[src/rtl/pll_mode_pkg.sv]
package pll_mode_pkg;
  localparam int CODE_W = 3;
  localparam int MODE_N = 3;

  typedef enum logic [1:0] {
    MD_FREE = 2'd0,
    MD_LOCK = 2'd1,
    MD_HOLD = 2'd2
  } mode_t;

  localparam logic [CODE_W-1:0] CODE_FREE = 3'b001;
  localparam logic [CODE_W-1:0] CODE_HOLD = 3'b010;
  localparam logic [CODE_W-1:0] CODE_LOCK = 3'b100;
endpackage

[src/rtl/pll_mode_decode.sv]
module pll_mode_decode
  import pll_mode_pkg::*;
(
  input  logic [CODE_W-1:0] code,
  output logic              forced,
  output mode_t             forced_mode
);
  always_comb begin
    forced      = 1'b1;
    forced_mode = MD_FREE;
    unique case (code)
      CODE_FREE: forced_mode = MD_FREE;
      CODE_HOLD: forced_mode = MD_HOLD;
      CODE_LOCK: forced_mode = MD_LOCK;
      default:   forced      = 1'b0;
    endcase
  end
endmodule

[src/rtl/pll_mode_next.sv]
module pll_mode_next
  import pll_mode_pkg::*;
(
  input  mode_t cur,
  input  logic  forced,
  input  mode_t forced_mode,
  input  logic  ref_sel,
  input  logic  ref_loss,
  output mode_t nxt
);
  always_comb begin
    nxt = cur;
    if (forced) begin
      nxt = forced_mode;
    end else begin
      unique case (cur)
        MD_FREE: if (ref_sel) nxt = MD_LOCK;
        MD_LOCK: if (ref_loss) nxt = MD_HOLD;
        MD_HOLD: nxt = ref_sel ? MD_LOCK : MD_FREE;
        default: nxt = MD_FREE;
      endcase
    end
  end
endmodule

[src/rtl/pll_mode_ctrl.sv]
module pll_mode_ctrl
  import pll_mode_pkg::*;
#(
  parameter int N_EVT = 3
) (
  input  logic              clk,
  input  logic              rst_n,
  input  logic [CODE_W-1:0] mode_code,
  input  logic              pwr_down,
  input  logic              ref_selected,
  input  logic              evt_disqual,
  input  logic              evt_prio_switch,
  input  logic              evt_forced_switch,
  output logic [MODE_N-1:0] mode_onehot,
  output logic              hold_entry
);
  logic [N_EVT-1:0] evt_vec;
  logic             ref_loss;
  logic             forced;
  mode_t            forced_mode;
  mode_t            state_q, state_d;
  logic             pulse_q;

  assign evt_vec  = {evt_forced_switch, evt_prio_switch, evt_disqual};
  assign ref_loss = |evt_vec;

  pll_mode_decode u_dec (
    .code        (mode_code),
    .forced      (forced),
    .forced_mode (forced_mode)
  );

  pll_mode_next u_next (
    .cur         (state_q),
    .forced      (forced),
    .forced_mode (forced_mode),
    .ref_sel     (ref_selected),
    .ref_loss    (ref_loss),
    .nxt         (state_d)
  );

  always_ff @(posedge clk or negedge rst_n) begin
    if (!rst_n) begin
      state_q <= MD_FREE;
      pulse_q <= 1'b0;
    end else if (pwr_down) begin
      state_q <= MD_FREE;
      pulse_q <= 1'b0;
    end else begin
      state_q <= state_d;
      pulse_q <= (state_d == MD_HOLD) && (state_q != MD_HOLD);
    end
  end

  for (genvar g = 0; g < MODE_N; g++) begin : g_onehot
    assign mode_onehot[g] = (state_q == mode_t'(g));
  end

  assign hold_entry = pulse_q;
endmodule

[config.mk]
export PLATFORM = sky130hd
export DESIGN_NAME = pll_mode_ctrl
export DESIGN_NICKNAME = d
export VERILOG_FILES = /design/src/rtl/pll_mode_pkg.sv /design/src/rtl/pll_mode_decode.sv /design/src/rtl/pll_mode_next.sv /design/src/rtl/pll_mode_ctrl.sv
export SDC_FILE = /design/constraint.sdc
export NUM_CORES = 1
export LEC_CHECK = 0
export BUFFER_PORTS_ARGS = -buffer_cell sky130_fd_sc_hd__buf_4
export CAP_MARGIN = 20
export CELL_PAD_IN_SITES_DETAIL_PLACEMENT = 0
export CELL_PAD_IN_SITES_GLOBAL_PLACEMENT = 1
export CORE_AREA = 2 2 39 41
export CTS_CLUSTER_DIAMETER = 120
export DETAILED_ROUTE_END_ITERATION = 10
export DIE_AREA = 0 0 41 43
export PLACE_DENSITY_LB_ADDON = 0.25
export SLEW_MARGIN = 30
export SYNTH_ARGS = -nofsm -noshare
export SYNTH_HDL_FRONTEND = slang
export SYNTH_SLANG_ARGS = --single-unit
[constraint.sdc]
create_clock -name clk -period 3 [get_ports clk]
set_input_delay 0.6 -clock clk [delete_from_list [all_inputs] [get_ports clk]]
set_output_delay 0.6 -clock clk [all_outputs]
set_load 0.1 [all_outputs]
==> impl_metrics.json, run 1 <==
{
  "hold-worst-slack_ns": 0.154,
  "htree_num_levels": 1,
  "fin_crit_ns": 1.78,
  "clock_latency_ns": 0.23,
  "finalMaxSlewViolations": 0,
  "fmax_ghz": 0.561,
  "pwr-share-comb_pct": 38.2,
  "slew_headroom_pct": 81.5,
  "post_cts_resized": 0,
  "drv_cap": 0,
  "hp-class": "input pin to asynchronous set/reset pin",
  "worstPathArrival_ns": 1.18,
  "p_int_w": 0.000114,
  "nFillCells": 159,
  "synth_fp_nets": 31,
  "fp.coreArea_mm2": 0.00138,
  "finalClockSkew_ns": 0.00200,
  "dieArea_mm2": 0.00176,
  "power_density_mw_per_mm2": 526,
  "drt_iter0_drc": 4,
  "r2r_cells": 3,
  "routedWlPerCell_um": 8.57,
  "cts_buffer_depth": 2,
  "p_switching_w": 0.0000679,
  "grt_pass1_wl_um": 710,
  "final.setup.tns_ns": 0,
  "cts_buffers": 3,
  "synth_seq_area_share_pct": 37.0,
  "slowest_delay_ns": 0.37,
  "switching_share_pct": 37.3,
  "p_clk_share_pct": 36.8,
  "seqPwrFrac_pct": 25.0,
  "synth.avg_cell_area_um2": 9.65,
  "routed_wirelength_um": 463,
  "critPathSlowestCell": "dfrtp_1",
  "cp-end-kind": "primary output",
  "dpl.hpwl_um": 414,
  "clock_sinks": 3,
  "start_util_pct": 14.6,
  "via_per_inst": 3.69,
  "critPathRequiredTime_ns": 2.40,
  "grt_overflow": 0,
  "path_class": "register to primary output",
  "die_w_um": 41,
  "cp_cell_sequence": "and2b_1 -> buf_4",
  "ys.warnings.count": 0,
  "nets": 49,
  "areaGrowthSynthToFinish_pct": 71.0,
  "grt_max_degree": 5,
  "antenna_found_initial": 0,
  "cts_setup_buffers": 0,
  "ir_drop_uv": 115,
  "place.gp.congestion": 0.711,
  "num_antenna_cells": 0,
  "cts_tree": "done",
  "setup_viol": 0,
  "die_y_um": 43,
  "dp_cells": 50,
  "ys_types": 15,
  "cts_hold_buf": 0,
  "rows": 14,
  "portBuffers": 13,
  "path_buf_inv": 1,
  "syn_area_um2": 203,
  "start_kind": "register",
  "clk_pin_slew_worst_paths_ns": 0.03,
  "status": "complete, no violations",
  "final_cell_count_no_fill": 54,
  "p_leak_nw": 0.164,
  "io_pins": 14,
  "worstReg2RegStart": "state_q[0]$_DFF_PN0_",
  "clockRootBuffer": "clkbuf_4",
  "critPathMaxFanout": 4,
  "period_share_pct": 59.4,
  "power_w": 0.000182,
  "drive_gt1_share_pct": 50.0,
  "rsz0062_at_grt": "no",
  "postRouteAntennaNets": 0,
  "timing.rr.end": "state_q[0]$_DFF_PN0_",
  "drc": 0,
  "netlist_instances": 21,
  "num_vias": 199,
  "grt_use_total_pct": 5.72,
  "dr.pass1.iters": 4,
  "ys_seq_elements": 3,
  "grt_pass1_vias": 202,
  "worst_pin_slew_ns": 0.279,
  "rrSetupSlack_ns": 1.88,
  "hold_viol_final": 0,
  "critPathTopFamily": "flip-flops"
}
## layer usage
metal	vias up	GRT usage, %	wire length [um]
met5	-	0	0
met4	0	4.00	0
met3	0	0.524	50
met2	9	8.13	225
met1	81	7.72	188
li1	109	-	-
## cells in the mapped netlist
master    instances  share of area (%)
or3_4             1                5.6
xnor2_1           2                8.6
dfrtp_1           3                 37
inv_1             2                3.7
nor3_1            1                2.5
a21oi_1           1                2.5
a222oi_1          1                4.9
o21ai_0           1                2.5
nor2_1            3                5.6
nor4b_2           1                7.4
nor2b_1           1                3.1
nand2_1           1                1.9
nand4_1           1                3.1
a41oi_2           1                8.0
and2b_1           1                3.7
## cell usage in the layout (no fill, tap or decap)
cell type	n
clkbuf_1	1
nand4_1	1
a21oi_1	1
nor2b_1	1
inv_1	2
dfrtp_1	3
nand2_1	1
buf_4	13
nor2_1	3
a41oi_2	1
or3_4	1
nor3_1	1
a222oi_1	1
xnor2_1	2
o21ai_0	1
and2b_1	1
clkbuf_4	3
nor4b_2	1
## state kept, by name, summed over array words and instances (netlist names)
signal      count
hold_entry      1
state_q         2
## per-stage QoR
step	area, um2	utilization [%]	worst slack [ns]
floorplan	203	-	0.640
global placement	320	23.1	1.44
detailed placement	320	23.1	1.44
CTS	347	25.0	1.20
global route	347	25.0	1.16
finish	347	25.0	1.22
## layout make-up
cell class                      instances  area [um2]  share of cell area [%]
Clock buffer                            4        26.3                    7.58
Inverter                                2        7.51                    2.17
Multi-Input combinational cell         16         120                    34.7
Sequential cell                         3        75.1                    21.7
Tap cell                               16        20.0                    5.78
Timing Repair Buffer                   13        97.6                    28.2
## power by group through the flow
stage	combinational [W]	sequential, W	clock, W
after floorplan	0.0000407	0.0000532	0
after detailed placement	0.0000702	0.0000461	0
after CTS	0.0000702	0.0000456	0.0000693
after global placement	0.0000701	0.0000461	0
final	0.0000697	0.0000455	0.0000671
after global routing	0.0000732	0.0000460	0.0000758
## cell families after synthesis
logic type,count (synthesis),synth area share (%)
DFF,3,37.0
xor gates and xnor gates,2,8.64
AOI/OAI and AO/OA,4,17.9
buffers and inverters,2,3.71
and+or+nand+nor,10,32.7
## worst max path at each step
stage	from	endpoint	slack, ns	cells past startpoint
after floorplan	state_q[0]$_DFF_PN0_	mode_onehot[2]	0.64	1
after global placement	state_q[1]$_DFF_PN0_	mode_onehot[1]	1.44	2
after detailed placement	state_q[1]$_DFF_PN0_	mode_onehot[1]	1.44	2
after CTS	state_q[1]$_DFF_PN0_	mode_onehot[1]	1.20	2
after global routing	state_q[1]$_DFF_PN0_	mode_onehot[1]	1.16	2
final	state_q[1]$_DFF_PN0_	mode_onehot[1]	1.22	2
No activity file was read; power rests on OpenSTA's default activity.
==> run 2: changes to the inputs <==
Settings changed: ABC_AREA set to 1.
Clock period 3 ns to 1.7 ns, I/O delays scaled along.
==> run 2 against run 1 <==
Net effect: clock-buffer cell count unchanged; first-iteration DRC count down 100%; sequential power increased by 75%; worst hold slack better by 0.11 ns; critical path type unchanged; final area is 7.2% higher; power is 75% higher; largest power group is now the clock network; sequential share of layout area fell by 1.5 points; wire length rose by 1.9%; setup slack lost 0.98 ns.
==> impl_metrics.json, run 2 <==
{
  "status": "complete, no violations",
  "cp-end-kind": "primary output",
  "cts_tree": "done",
  "drc": 0,
  "critPathTopFamily": "buffers and inverters",
  "routed_wirelength_um": 472,
  "ys.warnings.count": 0,
  "yosys.cell_count.top_type": "nand2_1",
  "grt_pass1_vias": 208,
  "fin_crit_ns": 1.46,
  "path_buf_inv": 3,
  "finalClockSkew_ns": 0.000170,
  "cts_buffer_depth": 2,
  "grt_overflow": 0,
  "power_density_mw_per_mm2": 858,
  "path_class": "register to primary output",
  "grt_max_degree": 5,
  "final_cell_count_no_fill": 67,
  "clock_latency_ns": 0.23,
  "dieArea_mm2": 0.00176,
  "die_y_um": 43,
  "synth_area_leaders": "dfrtp_1 35%, nand2_1 16%, inv_1 12%",
  "synth.avg_cell_area_um2": 6.45,
  "yosysTopAreaCell": "dfrtp_1",
  "rows": 14,
  "rsz0062_at_grt": "no",
  "drt_iter0_drc": 0,
  "nets": 62,
  "cpMostUsedCell": "inv_1",
  "worst_pin_slew_ns": 0.279,
  "postRouteAntennaNets": 0,
  "dp_cells": 62,
  "ys_types": 11,
  "yosysTopAreaCellShare_pct": 35.3,
  "syn_area_um2": 213,
  "rrSetupSlack_ns": 0.72,
  "post_cts_resized": 0,
  "clock_sinks": 3,
  "synth_fp_nets": 43,
  "die_w_um": 41,
  "slew_headroom_pct": 81.5,
  "clk_pin_slew_worst_paths_ns": 0.04,
  "final_cell_mix": "13 x buf_4, 9 x nand2_1, 7 x inv_1",
  "hold_viol_final": 0,
  "largest_register_ffs": 2,
  "layout_commonest_cell": "buf_4",
  "num_antenna_cells": 0,
  "finalMaxSlewViolations": 0,
  "drv_cap": 0,
  "cts_buffers": 3,
  "critPathSlowestCell": "dfrtp_1",
  "clockRootBuffer": "clkbuf_4",
  "num_vias": 252,
  "routedWlPerCell_um": 7.04,
  "areaGrowthSynthToFinish_pct": 74.7,
  "worstPathArrival_ns": 1.12,
  "fp.coreArea_mm2": 0.00138,
  "synth_flop_cell": "dfrtp_1",
  "p_leak_nw": 0.205,
  "htree_num_levels": 1,
  "final.setup.tns_ns": 0,
  "drive_gt1_share_pct": 45.1,
  "ir_drop_uv": 192,
  "grt_use_total_pct": 6.52,
  "dpl.hpwl_um": 402,
  "postPlaceCellArea_um2": 335,
  "place.gp.congestion": 0.591,
  "critPathMaxFanout": 2,
  "cts_setup_buffers": 0,
  "hp-class": "input pin to register",
  "via_per_inst": 3.76,
  "ys_seq_elements": 3,
  "netlist_instances": 33,
  "synth_common_cells": "9 x nand2_1, 7 x inv_1, 4 x nor2_1",
  "hold-worst-slack_ns": 0.264,
  "antenna_found_initial": 0,
  "synth-edff-count": 0,
  "period_share_pct": 85.8,
  "io_pins": 14,
  "dr.pass1.iters": 1,
  "synth_seq_area_share_pct": 35.3,
  "grt_pass1_wl_um": 690,
  "synthArstFlopShare_pct": 100,
  "stdcell_area_um2": 372,
  "start_kind": "register",
  "start_util_pct": 15.4,
  "cp_cell_sequence": "inv_1 -> nand2_1 -> inv_1 -> buf_4",
  "critPathRequiredTime_ns": 1.36,
  "fmax_ghz": 0.685,
  "largest-register": "state_q",
  "portBuffers": 13,
  "setup_viol": 0,
  "slowest_delay_ns": 0.38
}
## run 2: changes by cell type after synthesis, moves of 2 or more
cell     change
nand2_2      +2
inv_1        +5
xnor2_1      -2
nand3_1      +2
nand2_1      +8
## run 2: routing by layer
layer / routed length [um] / vias to the layer above / share of wire [%] / global-route usage (%)
li1: - / 134 / - / -
met1: 178 / 102 / 38 / 5.77
met2: 209 / 12 / 44 / 8.75
met3: 51 / 4 / 11 / 0.524
met4: 32 / 0 / 6.8 / 12.0
met5: 0 / - / 0 / 0
## run 2: worst paths after layout
| check | start | end | depth (start not counted) |
|---|---|---|---|
| max | state_q[1]$_DFF_PN0_ | mode_onehot[1] | 4 |
| min | pwr_down | state_q[0]$_DFF_PN0_ | 2 |
| max reg2reg | state_q[1]$_DFF_PN0_ | state_q[0]$_DFF_PN0_ | 5 |
| min reg2reg | state_q[1]$_DFF_PN0_ | hold_entry$_DFF_PN0_ | 3 |
| max in group asynchronous | rst_n | state_q[0]$_DFF_PN0_ | 2 |
| min in group asynchronous | rst_n | state_q[1]$_DFF_PN0_ | 2 |
## run 2: power by group
group | total, W | switching (W) | leakage, nW | internal [W]
clock network | 0.000124 | 0.0000362 | 0.0150 | 0.0000879
logic | 0.000115 | 0.0000799 | 0.150 | 0.0000352
registers | 0.0000796 | 0.00000341 | 0.0403 | 0.0000762
## run 2: kinds of logic (layout without fill, tap and decap cells)
logic type / after synthesis / after routing / share of synthesized area (%)
flops: 3 / 3 / 35.3
simple gates: 17 / 17 / 33.5
buf+inv: 8 / 26 / 14.1
compound gates: 5 / 5 / 17.1
## run 2: metrics by stage
| step | power (W) | utilization (%) | worst slack [ns] |
|---|---|---|---|
| after CTS | 0.000325 | 26.9 | 0.226 |
| after global routing | 0.000337 | 26.9 | 0.203 |
| after floorplan | 0.000160 | - | 0.112 |
| final | 0.000319 | 26.9 | 0.241 |
| after detailed placement | 0.000195 | 24.2 | 0.478 |
| after global placement | 0.000196 | 24.2 | 0.467 |
## run 2: timing repair
| action | in CTS | in global routing |
|---|---|---|
| endpoints found under the setup margin | 0 | 0 |
| hold endpoints to repair | 3 | 0 |
| hold buffers | 1 | 0 |
## run 2: final cells by class
cell class                 count  area [um2]
timing repair buffer          14         108
tap                           16        20.0
inverter                       8        30.0
multi-input combinational     22         113
sequential                     3        75.1
fill                         160        1010
clock buffer                   4        26.3
==> run 3: changes to the inputs <==
Settings changed: ABC_AREA 1 to not set.
==> run 3 against run 2 <==
Net effect: utilization shrank 0.72 points; final area fell by 2.7%; register-to-register slack worse by 0.14 ns; power up 2.7%; critical path depth fell by 2; largest power group is now combinational cells.
==> impl_metrics.json, run 3 (synthesized netlist as in run 1, its figures left out) <==
{
  "hp-start": "pwr_down",
  "final_core_util_pct": 26.1,
  "dr.pass1.iters": 4,
  "rsz0062_at_grt": "no",
  "layout_commonest_cell": "buf_4",
  "drc": 0,
  "largest_register_ffs": 2,
  "io_pins": 14,
  "ir_drop_uv": 207,
  "clock_sinks": 3,
  "finalClockSkew_ns": 0.000168,
  "grt_overflow": 0,
  "slew_headroom_pct": 81.6,
  "cts_setup_buffers": 0,
  "r2r_cells": 3,
  "slowest_delay_ns": 0.39,
  "critPathSlowestCell": "dfrtp_1",
  "nets": 50,
  "drv_cap": 0,
  "grt_pass1_wl_um": 765,
  "place.gp.congestion": 0.750,
  "period_share_pct": 90.7,
  "die_w_um": 41,
  "nFillCells": 153,
  "portBuffers": 13,
  "fmax_ghz": 0.649,
  "path_class": "register to primary output",
  "startpoint": "state_q[1]$_DFF_PN0_",
  "dpl.hpwl_um": 413,
  "rrSetupSlack_ns": 0.58,
  "start_kind": "register",
  "antenna_found_initial": 0,
  "timing.rr.end": "state_q[0]$_DFF_PN0_",
  "hp-class": "input pin to register",
  "min_path_cells": 4,
  "htree_num_levels": 1,
  "routedWlPerCell_um": 8.35,
  "clk_pin_slew_worst_paths_ns": 0.03,
  "cts_buffer_depth": 2,
  "via_per_inst": 4.07,
  "cts_tree": "done",
  "num_antenna_cells": 0,
  "power_density_mw_per_mm2": 906,
  "postRouteAntennaNets": 0,
  "seqCellArea_um2": 75.1,
  "clockRootBuffer": "clkbuf_4",
  "final_cell_mix": "13 x buf_4, 3 x clkbuf_4, 3 x dfrtp_1",
  "final.setup.tns_ns": 0,
  "dpl_worst_slack_ns": 0.398,
  "status": "complete, no violations",
  "grt_pass1_vias": 206,
  "cp_cell_sequence": "and2b_1 -> buf_4",
  "setup_ws_ns": 0.159,
  "finalMaxSlewViolations": 0,
  "critPathRequiredTime_ns": 1.36,
  "fp.coreArea_mm2": 0.00138,
  "drive_gt1_share_pct": 53.8,
  "p_leak_nw": 0.169,
  "rows": 14,
  "hold_viol_final": 0,
  "grt_use_total_pct": 6.33,
  "worst_pin_slew_ns": 0.278,
  "grt_max_degree": 5,
  "areaGrowthSynthToFinish_pct": 78.4,
  "start_util_pct": 14.6,
  "power_w": 0.000328,
  "cp-end-kind": "primary output",
  "cts_hold_buf": 1,
  "post_cts_resized": 0,
  "clock_latency_ns": 0.23,
  "multi_input_area_um2": 125,
  "routed_wirelength_um": 459,
  "die_y_um": 43,
  "worstPathArrival_ns": 1.20,
  "drt_iter0_drc": 5,
  "num_vias": 224,
  "min_to": "state_q[0]$_DFF_PN0_",
  "worstReg2RegStart": "state_q[0]$_DFF_PN0_",
  "critPathMaxFanout": 4,
  "largest-register": "state_q",
  "cts_buffers": 3,
  "setup_viol": 0,
  "fin_crit_ns": 1.54,
  "dieArea_mm2": 0.00176
}
run 3: changes by cell type in the layout (fill, tap and decap cells not counted), sizes merged, moves of 2 or more:
cell,before,now
xnor2,0,2
a21oi,3,1
nand3,2,0
inv,8,2
nand2,11,1
run 3: worst max path at each step:
stage / endpoint / slack (ns) / cells after the start
6_report: mode_onehot[1] / 0.16 / 2
5_1_grt: mode_onehot[1] / 0.1 / 2
4_1_cts: mode_onehot[1] / 0.15 / 2
3_5_place_dp: mode_onehot[1] / 0.40 / 2
3_3_place_gp: mode_onehot[1] / 0.41 / 2
2_1_floorplan: hold_entry$_DFF_PN0_ / 0.03 / 3
run 3: per-stage QoR:
stage | std cells | instance area, um2 | hold WS, ns
final | 55 | 362 | 0.418
after global routing | 55 | 362 | 0.435
after CTS | 55 | 362 | 0.411
after detailed placement | 50 | 325 | 0.129
after global placement | 50 | 325 | 0.130
after floorplan | 21 | 208 | 0.0444
run 3: worst max-delay path, delay by kind of cell (launching register included):
family / cells / cell delay (ns)
buffers and inverters: 1 / 0.31
flip-flops: 1 / 0.39
AND/OR/NAND/NOR: 1 / 0.27
run 3: layout make-up:
cell class              count  area share (%)
clock buffers               4            7.27
inverters                   2            2.08
multi-input cells          16            34.6
flip-flops and latches      3            20.8
well taps                  16            5.54
repair buffers             14            29.8
run 3: where the power goes:
group / switching, W / total [W] / internal (W)
sequential: 0.00000397 / 0.0000811 / 0.0000772
combinational: 0.0000863 / 0.000126 / 0.0000397
clock: 0.0000328 / 0.000121 / 0.0000877
run 3: per-layer routing:
| layer | global-route usage (%) | part of all wire (%) | vias up |
|---|---|---|---|
| li1 | - | - | 113 |
| met1 | 8.36 | 40 | 102 |
| met2 | 8.75 | 51 | 9 |
| met3 | 1.57 | 8.5 | 0 |
| met4 | 4.00 | 0 | 0 |
| met5 | 0 | 0 | - |
